--- config.mk ---
export PLATFORM = sky130hd
export DESIGN_NAME = pwm_brk_moe
export DESIGN_NICKNAME = d
export VERILOG_FILES = /design/src/rtl/pwm_brk_pkg.sv /design/src/rtl/brk_cfg_regs.sv /design/src/rtl/brk_moe_ctrl.sv /design/src/rtl/brk_pin_seq.sv /design/src/rtl/pwm_brk_moe.sv
export SDC_FILE = /design/constraint.sdc
export NUM_CORES = 1
export LEC_CHECK = 0
export BUFFER_PORTS_ARGS = -buffer_cell sky130_fd_sc_hd__buf_2
export CORE_MARGIN = 3
export CORE_UTILIZATION = 35
export DETAILED_ROUTE_END_ITERATION = 10
export GPL_ROUTABILITY_DRIVEN = 1
export GPL_TIMING_DRIVEN = 0
export PLACE_DENSITY = 0.63
export RECOVER_POWER = 25
export SYNTH_ARGS = -nofsm -noshare
export SYNTH_HDL_FRONTEND = slang
export SYNTH_SLANG_ARGS = --single-unit
--- constraint.sdc ---
create_clock -name clk -period 2.1 [get_ports clk]
set_input_delay 0.42 -clock clk [delete_from_list [all_inputs] [get_ports clk]]
set_output_delay 0.42 -clock clk [all_outputs]
set_load 0.01 [all_outputs]
--- src/rtl/pwm_brk_pkg.sv ---
// Package: shared types and constants for the break / main-enable controller.
// Assumes: lock level is a 2-bit code where larger values protect more fields.
package pwm_brk_pkg;

    // Stored control fields that live in one register bank.
    typedef struct packed {
        logic aoe;
        logic bkp;
        logic bke;
        logic ossi;
        logic ossr;
    } ctl_t;

    // What one output pin is doing this cycle.
    typedef enum logic [1:0] {
        PIN_OFF    = 2'd0,
        PIN_ACTIVE = 2'd1,
        PIN_IDLE   = 2'd2
    } pin_mode_e;

    localparam logic [1:0] LOCK_L1 = 2'd1;
    localparam logic [1:0] LOCK_L2 = 2'd2;

endpackage

--- src/rtl/brk_cfg_regs.sv ---
// Module: brk_cfg_regs
// Holds the control fields and per-pin idle levels, applying lock-level write
// protection. It also keeps a second copy of the break polarity and break
// enable, so changes to them act one clock after the write lands.
// Assumes: cfg_we is a single-cycle strobe in the clk domain.
module brk_cfg_regs
    import pwm_brk_pkg::*;
#(
    parameter int NCH = 4
) (
    input  logic           clk,
    input  logic           rst_n,
    input  logic           cfg_we,
    input  ctl_t           wr_ctl,
    input  logic [NCH-1:0] wr_ois_p,
    input  logic [NCH-1:0] wr_ois_n,
    input  logic [1:0]     lock_lvl,
    output logic           aoe_q,
    output logic           ossi_q,
    output logic           ossr_q,
    output logic [NCH-1:0] ois_p_q,
    output logic [NCH-1:0] ois_n_q,
    output logic           bkp_eff,
    output logic           bke_eff
);

    ctl_t ctl_q;
    logic lock_a;
    logic lock_b;

    // Decode which groups of fields are writable at the current lock level.
    always_comb begin
        lock_a = (lock_lvl >= LOCK_L1);
        lock_b = (lock_lvl >= LOCK_L2);
    end

    // Control field bank, written under lock protection.
    always_ff @(posedge clk) begin
        if (!rst_n) begin
            ctl_q   <= '0;
            ois_p_q <= '0;
            ois_n_q <= '0;
        end else if (cfg_we) begin
            if (!lock_a) begin
                ctl_q.aoe <= wr_ctl.aoe;
                ctl_q.bkp <= wr_ctl.bkp;
                ctl_q.bke <= wr_ctl.bke;
                ois_p_q   <= wr_ois_p;
                ois_n_q   <= wr_ois_n;
            end
            if (!lock_b) begin
                ctl_q.ossi <= wr_ctl.ossi;
                ctl_q.ossr <= wr_ctl.ossr;
            end
        end
    end

    // Second stage for break settings: detection uses these copies.
    always_ff @(posedge clk) begin
        if (!rst_n) begin
            bkp_eff <= 1'b0;
            bke_eff <= 1'b0;
        end else begin
            bkp_eff <= ctl_q.bkp;
            bke_eff <= ctl_q.bke;
        end
    end

    assign aoe_q  = ctl_q.aoe;
    assign ossi_q = ctl_q.ossi;
    assign ossr_q = ctl_q.ossr;

endmodule

--- src/rtl/brk_moe_ctrl.sv ---
// Module: brk_moe_ctrl
// Detects an active break and maintains the main output enable. Priority on
// each edge: break clears, then software write, then update-pulse re-arm.
// Assumes: brk_in is already synchronous to clk.
module brk_moe_ctrl (
    input  logic clk,
    input  logic rst_n,
    input  logic brk_in,
    input  logic bkp_eff,
    input  logic bke_eff,
    input  logic aoe_q,
    input  logic upd_evt,
    input  logic sw_we,
    input  logic sw_moe,
    output logic brk_act,
    output logic moe_q,
    output logic moe_o
);

    // Break is live when enabled and the pin sits at the chosen polarity.
    always_comb begin
        brk_act = bke_eff & (brk_in == bkp_eff);
    end

    // Stored main enable with break > write > re-arm priority.
    always_ff @(posedge clk) begin
        if (!rst_n) begin
            moe_q <= 1'b0;
        end else if (brk_act) begin
            moe_q <= 1'b0;
        end else if (sw_we) begin
            moe_q <= sw_moe;
        end else if (aoe_q && upd_evt) begin
            moe_q <= 1'b1;
        end
    end

    // Output masks the stored bit at once while a break is live.
    always_comb begin
        moe_o = moe_q & ~brk_act;
    end

endmodule

--- src/rtl/brk_pin_seq.sv ---
// Module: brk_pin_seq
// Chooses the state of a single output pin and sequences entry into the idle
// state: the idle select rises first, and the enable follows one clock later.
// Assumes: all inputs are synchronous to clk.
module brk_pin_seq
    import pwm_brk_pkg::*;
(
    input  logic clk,
    input  logic rst_n,
    input  logic moe,
    input  logic tmr_run,
    input  logic ch_en,
    input  logic ossi,
    input  logic ossr,
    output logic pin_en,
    output logic pin_idle
);

    pin_mode_e mode;
    logic      idle_req;
    logic      idle_seen_q;

    // Pick the pin mode from main enable, timer state and off-state selects.
    always_comb begin
        if (!moe) begin
            mode = ossi ? PIN_IDLE : PIN_OFF;
        end else if (!tmr_run) begin
            mode = (ch_en && ossi) ? PIN_IDLE : PIN_OFF;
        end else if (ch_en) begin
            mode = PIN_ACTIVE;
        end else begin
            mode = ossr ? PIN_IDLE : PIN_OFF;
        end
        idle_req = (mode == PIN_IDLE);
    end

    // Remember that idle was requested last cycle, to delay the enable.
    always_ff @(posedge clk) begin
        if (!rst_n) begin
            idle_seen_q <= 1'b0;
        end else begin
            idle_seen_q <= idle_req;
        end
    end

    // Drive the pin outputs.
    always_comb begin
        pin_idle = idle_req;
        pin_en   = (mode == PIN_ACTIVE) | (idle_req & idle_seen_q);
    end

endmodule

--- src/rtl/pwm_brk_moe.sv ---
// Module: pwm_brk_moe (top)
// Break and main-output-enable controller for NCH complementary pin pairs.
// Ties the control bank, the main-enable logic and one pin sequencer per pin.
// Assumes: synchronous inputs, synchronous active-low reset.
module pwm_brk_moe
    import pwm_brk_pkg::*;
#(
    parameter int NCH = 4
) (
    input  logic           clk,
    input  logic           rst_n,
    input  logic           cfg_we,
    input  logic           cfg_moe,
    input  logic           cfg_aoe,
    input  logic           cfg_bkp,
    input  logic           cfg_bke,
    input  logic           cfg_ossi,
    input  logic           cfg_ossr,
    input  logic [NCH-1:0] cfg_ois_p,
    input  logic [NCH-1:0] cfg_ois_n,
    input  logic [1:0]     lock_lvl,
    input  logic           brk_in,
    input  logic           upd_evt,
    input  logic           tmr_run,
    input  logic [NCH-1:0] ch_en_p,
    input  logic [NCH-1:0] ch_en_n,
    output logic           moe_o,
    output logic [NCH-1:0] oc_en_p,
    output logic [NCH-1:0] oc_en_n,
    output logic [NCH-1:0] oc_idle_p,
    output logic [NCH-1:0] oc_idle_n,
    output logic [NCH-1:0] oc_lvl_p,
    output logic [NCH-1:0] oc_lvl_n
);

    ctl_t wr_ctl;
    logic aoe_q;
    logic ossi_q;
    logic ossr_q;
    logic bkp_eff;
    logic bke_eff;
    logic brk_act;
    logic moe_q;

    // Pack the write-port fields for the register bank.
    always_comb begin
        wr_ctl.aoe  = cfg_aoe;
        wr_ctl.bkp  = cfg_bkp;
        wr_ctl.bke  = cfg_bke;
        wr_ctl.ossi = cfg_ossi;
        wr_ctl.ossr = cfg_ossr;
    end

    brk_cfg_regs #(.NCH(NCH)) u_regs (
        .clk      (clk),
        .rst_n    (rst_n),
        .cfg_we   (cfg_we),
        .wr_ctl   (wr_ctl),
        .wr_ois_p (cfg_ois_p),
        .wr_ois_n (cfg_ois_n),
        .lock_lvl (lock_lvl),
        .aoe_q    (aoe_q),
        .ossi_q   (ossi_q),
        .ossr_q   (ossr_q),
        .ois_p_q  (oc_lvl_p),
        .ois_n_q  (oc_lvl_n),
        .bkp_eff  (bkp_eff),
        .bke_eff  (bke_eff)
    );

    brk_moe_ctrl u_moe (
        .clk     (clk),
        .rst_n   (rst_n),
        .brk_in  (brk_in),
        .bkp_eff (bkp_eff),
        .bke_eff (bke_eff),
        .aoe_q   (aoe_q),
        .upd_evt (upd_evt),
        .sw_we   (cfg_we),
        .sw_moe  (cfg_moe),
        .brk_act (brk_act),
        .moe_q   (moe_q),
        .moe_o   (moe_o)
    );

    // One sequencer per pin: P and N side of each channel.
    for (genvar ch = 0; ch < NCH; ch++) begin : g_ch
        brk_pin_seq u_pin_p (
            .clk      (clk),
            .rst_n    (rst_n),
            .moe      (moe_o),
            .tmr_run  (tmr_run),
            .ch_en    (ch_en_p[ch]),
            .ossi     (ossi_q),
            .ossr     (ossr_q),
            .pin_en   (oc_en_p[ch]),
            .pin_idle (oc_idle_p[ch])
        );
        brk_pin_seq u_pin_n (
            .clk      (clk),
            .rst_n    (rst_n),
            .moe      (moe_o),
            .tmr_run  (tmr_run),
            .ch_en    (ch_en_n[ch]),
            .ossi     (ossi_q),
            .ossr     (ossr_q),
            .pin_en   (oc_en_n[ch]),
            .pin_idle (oc_idle_n[ch])
        );
    end

endmodule

==> results of run 1 <==
## how the worst max path moves through the flow
stage,slack [ns],from,endpoint
6_report,-0.1,u_regs.bkp_eff,oc_en_p[0]
5_1_grt,-0.18,u_regs.bkp_eff,oc_idle_n[0]
4_1_cts,-0.10,u_regs.bkp_eff,oc_en_n[0]
3_5_place_dp,-0.19,brk_in,oc_en_p[0]
3_3_place_gp,-0.18,brk_in,oc_en_n[2]
2_1_floorplan,0.16,brk_in,oc_en_n[0]
## state kept, by name (all words and copies together), names as in the netlist
register and flops:
u_regs.ois_p_q 4, u_regs.ois_n_q 4, u_regs.ossi_q 1, u_moe.moe_q 1, u_regs.ossr_q 1, u_regs.bke_eff 1, u_regs.bkp_eff 1, u_regs.ctl_q 2
g_ch.u_pin_n.idle_seen_q 4, u_regs.aoe_q 1, g_ch.u_pin_p.idle_seen_q 4
## through the flow
stage               utilization, %  hold slack, ns  power, mW  worst slack [ns]
floorplan                        -           0.429      0.589             0.158
global placement              47.6           0.446      0.658            -0.182
detailed placement            47.6           0.452      0.664            -0.187
CTS                           51.0           0.377       1.08            -0.101
global route                  51.7           0.379       1.13            -0.178
finish                        51.7           0.380       1.09           -0.0984
## tightest hold or removal path: stages
cell and delay (ns):
buf_2 0.07, mux2i_1 0.05, nor2_1 0.07
## routing by layer
| metal | track usage [%] | part of all wire (%) |
|---|---|---|
| met1 | 18.2 | 41 |
| met2 | 26.5 | 52 |
| met5 | 0 | 0 |
| met3 | 2.63 | 5.4 |
| met4 | 4.71 | 0.71 |
## synth_stat cells
master    count  area, µm²
buf_2         2       10.0
o21ai_0      16       80.1
and2_1        3       18.8
nand2_1       2       7.51
mux2i_1      13        130
a21oi_4       1       16.3
inv_1         2       7.51
dfxtp_1      24        480
a21oi_1       2       10.0
clkbuf_1      4       15.0
o32ai_1       8       70.1
buf_4        17        128
nor2b_1      10       62.6
nor2_1       22       82.6
a211oi_1      1       7.51
a221o_1       8       80.1
xnor2_2       1       16.3
buf_6         2       22.5
a21bo_4       1       16.3
o211a_1       8       80.1
nand2_2       1       6.26
## area by class of cell
cell class              instances  area share, %
plain buffers                  11           4.81
clock buffers                   3           2.27
clock inverters                 1           1.65
inverters                       2          0.412
multi-input cells              97           40.2
flip-flops and latches         24           26.6
well taps                      46           3.16
repair buffers                 58           20.9
## power groups by stage
stage               combinational [mW]  sequential [mW]  clock (mW)
finish                           0.194            0.481       0.411
global route                     0.210            0.483       0.433
CTS                              0.187            0.482       0.415
detailed placement               0.174            0.490           0
global placement                 0.169            0.489           0
floorplan                       0.0988            0.491           0
## kinds of logic (layout without fill, tap and decap cells)
| logic type | Yosys count | in the layout |
|---|---|---|
| compound gates | 45 | 45 |
| xor+xnor | 1 | 1 |
| buf+inv | 27 | 75 |
| flops | 24 | 24 |
| mux | 13 | 13 |
| simple gates | 38 | 38 |
## timing repair
action / in CTS / in global routing
setup buffers: 4 / 0
setup endpoints to repair: 17 / 14
pin swaps: 8 / 5
gates cloned: 0 / 0
resized for setup: 28 / 13
==> metrics.cfg, run 1 <==
[cts]
htreeDepth=1
clkLatencyLatePin_ns=0.27
holdBufCountCts=0
root_buffer=clkbuf_8
cts_tree=yes
path_clk_slew_ns=0.09
clk_path_buf_depth=2
numCtsBuffers=3
numClockSinks=24

[critical_path]
start_kind=flop
path_cells=xnor2_4, a21bo_4, buf_6, o211a_1, a221o_1, buf_6
cp.depth=6
slowest_delay_ns=0.37
arrival_ns=1.78
worst_path_max_delay_cell=dfxtp_4
crit_type=reg2out
r2r_cells=3
r2r_slack_ns=0.62
cp_max_fo=8
cp_top_family=compound AO/OA/AOI/OAI gates
cp-end-kind=primary output
required_ns=1.68
r2r_end=g_ch[0].u_pin_n.idle_seen_q
r2r-start=u_regs.ossi_q
cpMostUsedCell=buf_6
crit_buf_inv=2

[min_path]
whs_path_depth=3
min_from=cfg_ois_n[0]
hold_class=in2reg
whs_endpoint=u_regs.ois_n_q[0]

[synth]
syn-num-nets=178
synth-compound-area-share_pct=26.7
muxShareOfSynthArea_pct=9.66
ys_types=21
synth_cells=148
yosysWarningCount=0
avgSynthCellArea_um2=9.11
ys_ff_latch=24
synthAdderAreaFrac_pct=0
synth_area_um2=1350
ys_seq_area_share_pct=35.7
synth_top_family_by_area=compound AO/OA/AOI/OAI gates
synth-simple-area-share_pct=13.2
synthXorXnorAreaFrac_pct=1.21

[global_route]
grt_usage_pct=14.9
grt_start_max_net_pins=15
grt_pass1_vias=1191
antenna_found_initial=0
grt_pass1_wl_um=5330
grt-ovfl-total=0

[timing]
layout_setup_ws_ns=-0.0984
timing.fmax_ghz=0.455
maxSlewViolCount=0
period_minus_slack_ns=2.20
finalCritPeriodShare_pct=105
setup_violations=8
rsz0062_at_grt=yes
max_slew.worst_pin.slew_ns=0.512
timing.setup.tns_ns=-0.584
timing_hold_violations_final=0
skew_ns=0.00246
slew-limit-headroom_pct=65.9

[layout]
multiInputGateArea_um2=732
area_growth_pct=35.2
register_area_um2=484
final_cell_mix=buf_2, dfxtp_1, nor2_1
final_common_cell=buf_2
antennaDiodeCount=0
fill_cells=331
nNetsFinal=227
fin_cells=242
layout-drive-gt1-share_pct=41.3
design_area_um2=1820

[detailed_routing]
drc=0
ant_nets=0
via_per_inst=5.24
drt_iter0_drc=85
via_count=1269
routedWlPerCell_um=15.0
dr.pass1.iters=4
wirelength_um=3640

[pwr]
power_switching_mw=0.266
clkPwrFrac_pct=37.9
p_comb_share_pct=17.9
switching_share_pct=24.5
seqPwrFrac_pct=44.3
power_density_nw_per_um2=596
ir_worst_vdd_uv=289
cellLeakagePower_nw=0.843
p_int_mw=0.821

[floorplan]
initial_core_util_pct=38.3
dieArea_um2=4630
die_w_um=68.1
ioPinCount=55
core_area_um2=3520
num_rows=21
die_height_um=68.1

[run]
drv_cap=0

[status]
violations=setup timing
outcome=complete, but fails checks

[placed_design]
dp.cells=248
gp_congestion=0.747
placed_area_um2=1680
dpl.hpwl_um=2630
io_buffers=54

(Power assumes the default switching activity.)
==> run 2, diff against run 1 <==
--- a/config.mk
+++ b/config.mk
@@ -7,11 +7,11 @@
 export LEC_CHECK = 0
 export BUFFER_PORTS_ARGS = -buffer_cell sky130_fd_sc_hd__buf_2
 export CORE_MARGIN = 3
-export CORE_UTILIZATION = 35
+export CORE_UTILIZATION = 47
 export DETAILED_ROUTE_END_ITERATION = 10
 export GPL_ROUTABILITY_DRIVEN = 1
 export GPL_TIMING_DRIVEN = 0
-export PLACE_DENSITY = 0.63
+export PLACE_DENSITY = 0.8
 export RECOVER_POWER = 25
 export SYNTH_ARGS = -nofsm -noshare
 export SYNTH_HDL_FRONTEND = slang
==> run 2 against run 1 <==
The flow still finishes with violations (setup timing); sequential share of layout area is 0.75 points lower; non-clock buffer count grew 5; worst setup slack got worse by 0.058 ns; count of clock-buffer cells in the layout did not move; highest routed layer unchanged; largest power group unchanged; largest cell class unchanged.
==> metrics.cfg, run 2 (synthesized netlist as in run 1, its figures left out) <==
[status]
outcome=complete, but fails checks
violations=setup timing

[global_route]
grt_pass1_vias=1269
grt_usage_pct=21.6
antenna_found_initial=0
grt_start_max_net_pins=15
grt_pass1_wl_um=5640
grt-ovfl-total=0

[timing]
skew_ns=0.00191
max_slew.worst_pin.slew_ns=0.518
setup_violations=15
maxSlewViolCount=0
rsz0062_at_grt=yes
timing_hold_violations_final=0
layout_setup_ws_ns=-0.156
timing.fmax_ghz=0.443
whs_ns=0.318
slew-limit-headroom_pct=65.4
period_minus_slack_ns=2.26
finalCritPeriodShare_pct=107

[pwr]
cellLeakagePower_nw=0.874
ir_worst_vdd_uv=448
power_density_nw_per_um2=552

[layout]
final_cell_mix=buf_2, dfxtp_1, nor2_1
nNetsFinal=232
fill_cells=185
final_common_cell=buf_2
area_growth_pct=39.1
antennaDiodeCount=0
layout-drive-gt1-share_pct=46.3
fin_cells=231

[floorplan]
initial_core_util_pct=52.0
die_w_um=59.5
dieArea_um2=3550
die_height_um=59.5
num_rows=18
ioPinCount=55
core_area_um2=2590

[critical_path]
cp-end-kind=primary output
crit_type=reg2out
cp_max_fo=7
arrival_ns=1.84
start_kind=flop
required_ns=1.68

[detailed_routing]
via_count=1328
via_per_inst=5.75
routedWlPerCell_um=16.5
dr.pass1.iters=6
drt_iter0_drc=65
ant_nets=0
wirelength_um=3820
drc=0

[cts]
clkLatencyLatePin_ns=0.33
numCtsBuffers=3
numClockSinks=24
path_clk_slew_ns=0.13
cts_tree=yes
root_buffer=clkbuf_4
htreeDepth=1
holdBufCountCts=0
clk_path_buf_depth=2

[min_path]
hold_class=in2reg

[run]
drv_cap=0

[placed_design]
dp.cells=232
io_buffers=54
gp_congestion=0.798
dpl.hpwl_um=2510

## run 2: changes by cell type in the layout (fill, tap and decap cells not counted), sizes merged
cell	delta
buf	+5
## run 2: routing by layer
| layer | GRT usage [%] | share of wire, % | up-vias | wire length (µm) |
|---|---|---|---|---|
| met2 | 36.5 | 52 | 60 | 1990 |
| met4 | 10.1 | 2.1 | 0 | 79 |
| met3 | 3.92 | 6.4 | 7 | 244 |
| met1 | 26.3 | 40 | 635 | 1510 |
| li1 | - | - | 626 | - |
| met5 | 0 | 0 | - | 0 |
## run 2: through the flow
stage                     utilization (%)  setup slack (ns)  setup TNS [ns]  power, mW  area (µm²)
after floorplan                         -             0.158               0      0.589        1350
after global placement               63.9            -0.154           -1.69      0.655        1660
after detailed placement             63.9            -0.153           -1.80      0.662        1660
after CTS                            68.7            -0.176           -1.42       1.02        1780
after global routing                 72.4            -0.220           -2.35       1.09        1870
final                                72.4            -0.156           -1.25       1.04        1870
## run 2: path summary, 6_finish.rpt
kind                   start                     endpoint  slack [ns]  cells past startpoint
max reg2reg   u_regs.bkp_eff  g_ch[0].u_pin_n.idle_seen_q        0.34                      9
min                  cfg_bkp              u_regs.ctl_q[3]        0.32                      3
max           u_regs.bkp_eff                   oc_en_p[0]       -0.16                      6
min reg2reg  u_regs.ctl_q[2]               u_regs.bke_eff        0.48                      1
## run 2: worst max-delay path: stages, from the launching register on
cell and delay, ns:
dfxtp_4 0.38, xnor2_4 0.13, a21bo_4 0.25, buf_6 0.14
o211a_1 0.20, a221o_1 0.28, buf_6 0.13
## run 2: cell type report
cell class | instances | area, µm² | share of cell area [%]
plain buffers | 5 | 31.3 | 1.67
clock buffers | 3 | 22.5 | 1.20
clock inverters | 1 | 30.0 | 1.60
inverters | 2 | 7.51 | 0.401
multi-input cells | 97 | 767 | 40.9
flip-flops and latches | 24 | 484 | 25.8
well taps | 30 | 37.5 | 2.00
repair buffers | 69 | 494 | 26.4
## run 2: what timing repair did
item	CTS	global route
pin swaps	14	9
endpoints found under the setup margin	17	17
buffers inserted	8	7
resized for setup	38	24
## run 2: power by group
| group | total [mW] | switching, mW | leakage [nW] | internal (mW) |
|---|---|---|---|---|
| sequential | 0.482 | 0.0123 | 0.196 | 0.470 |
| combinational | 0.214 | 0.107 | 0.650 | 0.107 |
| clock | 0.339 | 0.146 | 0.0279 | 0.193 |
==> run 3, diff against run 2 <==
--- a/config.mk
+++ b/config.mk
@@ -10,8 +10,7 @@
 export CORE_UTILIZATION = 47
 export DETAILED_ROUTE_END_ITERATION = 10
 export GPL_ROUTABILITY_DRIVEN = 1
-export GPL_TIMING_DRIVEN = 0
-export PLACE_DENSITY = 0.8
+export PLACE_DENSITY = 0.78
 export RECOVER_POWER = 25
 export SYNTH_ARGS = -nofsm -noshare
 export SYNTH_HDL_FRONTEND = slang
==> run 3 against run 2 <==
The run still ends with setup timing left; non-clock buffer count fell by 12; sequential power rose by 0.8%; via count fell by 5.1%; worst setup slack improved by 0.14 ns; core utilization fell by 8.6 points; combinational power fell by 21%; design area fell by 12%; critical path type unchanged.
==> metrics.cfg, run 3 (synthesized netlist as in run 1, its figures left out) <==
[status]
outcome=complete, but fails checks
violations=setup timing

[critical_path]
slowest_delay_ns=0.37
path_cells=xnor2_4, a21bo_4, o211a_1, a221o_1, buf_2
cp-end-kind=primary output
start_kind=flop
worst_path_max_delay_cell=dfxtp_2
arrival_ns=1.69
crit_type=reg2out
required_ns=1.68
cp_max_fo=5

[min_path]
hold_class=in2reg

[cts]
path_clk_slew_ns=0.13
numCtsBuffers=3
root_buffer=clkbuf_4
htreeDepth=1
clk_path_buf_depth=2
holdBufCountCts=0
clkLatencyLatePin_ns=0.31
numClockSinks=24
cts_tree=yes

[pwr]
seqPwrFrac_pct=49.3
power_density_nw_per_um2=598
ir_worst_vdd_uv=522
p_int_mw=0.744
switching_share_pct=24.7
cellLeakagePower_nw=0.795
p_comb_share_pct=17.1
power_switching_mw=0.243
clkPwrFrac_pct=33.7

[timing]
timing_hold_violations_final=0
setup_violations=5
rsz0062_at_grt=yes
slew-limit-headroom_pct=54.9
whs_ns=0.338
finalCritPeriodShare_pct=101
maxSlewViolCount=0
max_slew.worst_pin.slew_ns=0.676
skew_ns=0.00141
period_minus_slack_ns=2.11
timing.setup.tns_ns=-0.0345
layout_setup_ws_ns=-0.0137
timing.fmax_ghz=0.473

[layout]
nNetsFinal=222
area_growth_pct=22.6
multiInputGateArea_um2=742
register_area_um2=483
final_common_cell=buf_2
layout-drive-gt1-share_pct=37.7
antennaDiodeCount=0
final_cell_mix=buf_2, nor2_1, dfxtp_1
fill_cells=208
fin_util_pct=63.8

[floorplan]
die_height_um=59.5
dieArea_um2=3550
initial_core_util_pct=52.0
num_rows=18
ioPinCount=55
die_w_um=59.5
core_area_um2=2590

[global_route]
antenna_found_initial=0
grt_pass1_wl_um=5220
grt_pass1_vias=1177
grt_usage_pct=19.3
grt_start_max_net_pins=23
grt-ovfl-total=0

[detailed_routing]
drc=0
ant_nets=0
via_count=1260
drt_iter0_drc=49
wirelength_um=3460
routedWlPerCell_um=15.6
via_per_inst=5.70
dr.pass1.iters=4

[placed_design]
gp_congestion=0.776
io_buffers=54
dpl.hpwl_um=2290

[run]
drv_cap=0

-- run 3: cell types whose count changed in the layout (fill, tap and decap cells not counted), sizes merged --
| cell | previous run | this run |
|---|---|---|
| buf | 66 | 58 |
| a21bo | 1 | 3 |
| clkbuf | 11 | 7 |
-- run 3: final cells by class --
| type | instances | area share [%] |
|---|---|---|
| clock buffers | 3 | 1.36 |
| clock inverters | 1 | 1.82 |
| inverters | 2 | 0.455 |
| multi-input cells | 99 | 44.9 |
| flip-flops and latches | 24 | 29.2 |
| well taps | 30 | 2.27 |
| repair buffers | 62 | 19.9 |
-- run 3: through the flow --
stage                     area (µm²)  worst slack (ns)  instances  total power [mW]
final                           1650           -0.0137        221             0.987
after global routing            1650           -0.0913        221              1.03
after CTS                       1620           -0.0315        219             0.985
after detailed placement        1520            0.0430        212             0.643
after global placement          1520            0.0703        212             0.635
after floorplan                 1350             0.158        148             0.589
-- run 3: metal layers --
layer  track usage [%]  vias to the layer above  routed length (µm)
met4              9.18                        0                  57
met1              24.5                      586                1430
li1                  -                      611                   -
met2              32.1                       55                1750
met5                 0                        -                   0
met3              2.61                        8                 214
-- run 3: worst paths after layout --
check | to | depth (start not counted) | from | slack [ns]
setup / recovery | oc_en_p[2] | 5 | u_regs.bkp_eff | -0.01
hold / removal | u_regs.ois_n_q[1] | 3 | cfg_ois_n[1] | 0.34
setup reg to reg | g_ch[2].u_pin_n.idle_seen_q | 2 | u_regs.ossi_q | 0.64
hold reg to reg | u_regs.bkp_eff | 1 | u_regs.ctl_q[3] | 0.48
-- run 3: critical path: cells and delay by family, from the launching register on --
kind                      cells  cell delay (ns)
AOI/OAI and AO/OA             3             0.71
buffers and inverters         1             0.14
DFF                           1             0.37
xor gates and xnor gates      1             0.16
-- run 3: what timing repair did --
item | CTS | global route
gates resized for setup | 8 | 8
cloned | 2 | 0
pin swaps | 2 | 0
buffers inserted | 1 | 2
setup endpoints to repair | 16 | 16
-- run 3: power groups by stage --
| stage | Combinational [mW] | Clock (mW) | Sequential (mW) |
|---|---|---|---|
| final | 0.168 | 0.332 | 0.486 |
| after global routing | 0.185 | 0.356 | 0.489 |
| after CTS | 0.161 | 0.338 | 0.485 |
| after detailed placement | 0.149 | 0 | 0.494 |
| after global placement | 0.143 | 0 | 0.492 |
| after floorplan | 0.0988 | 0 | 0.491 |
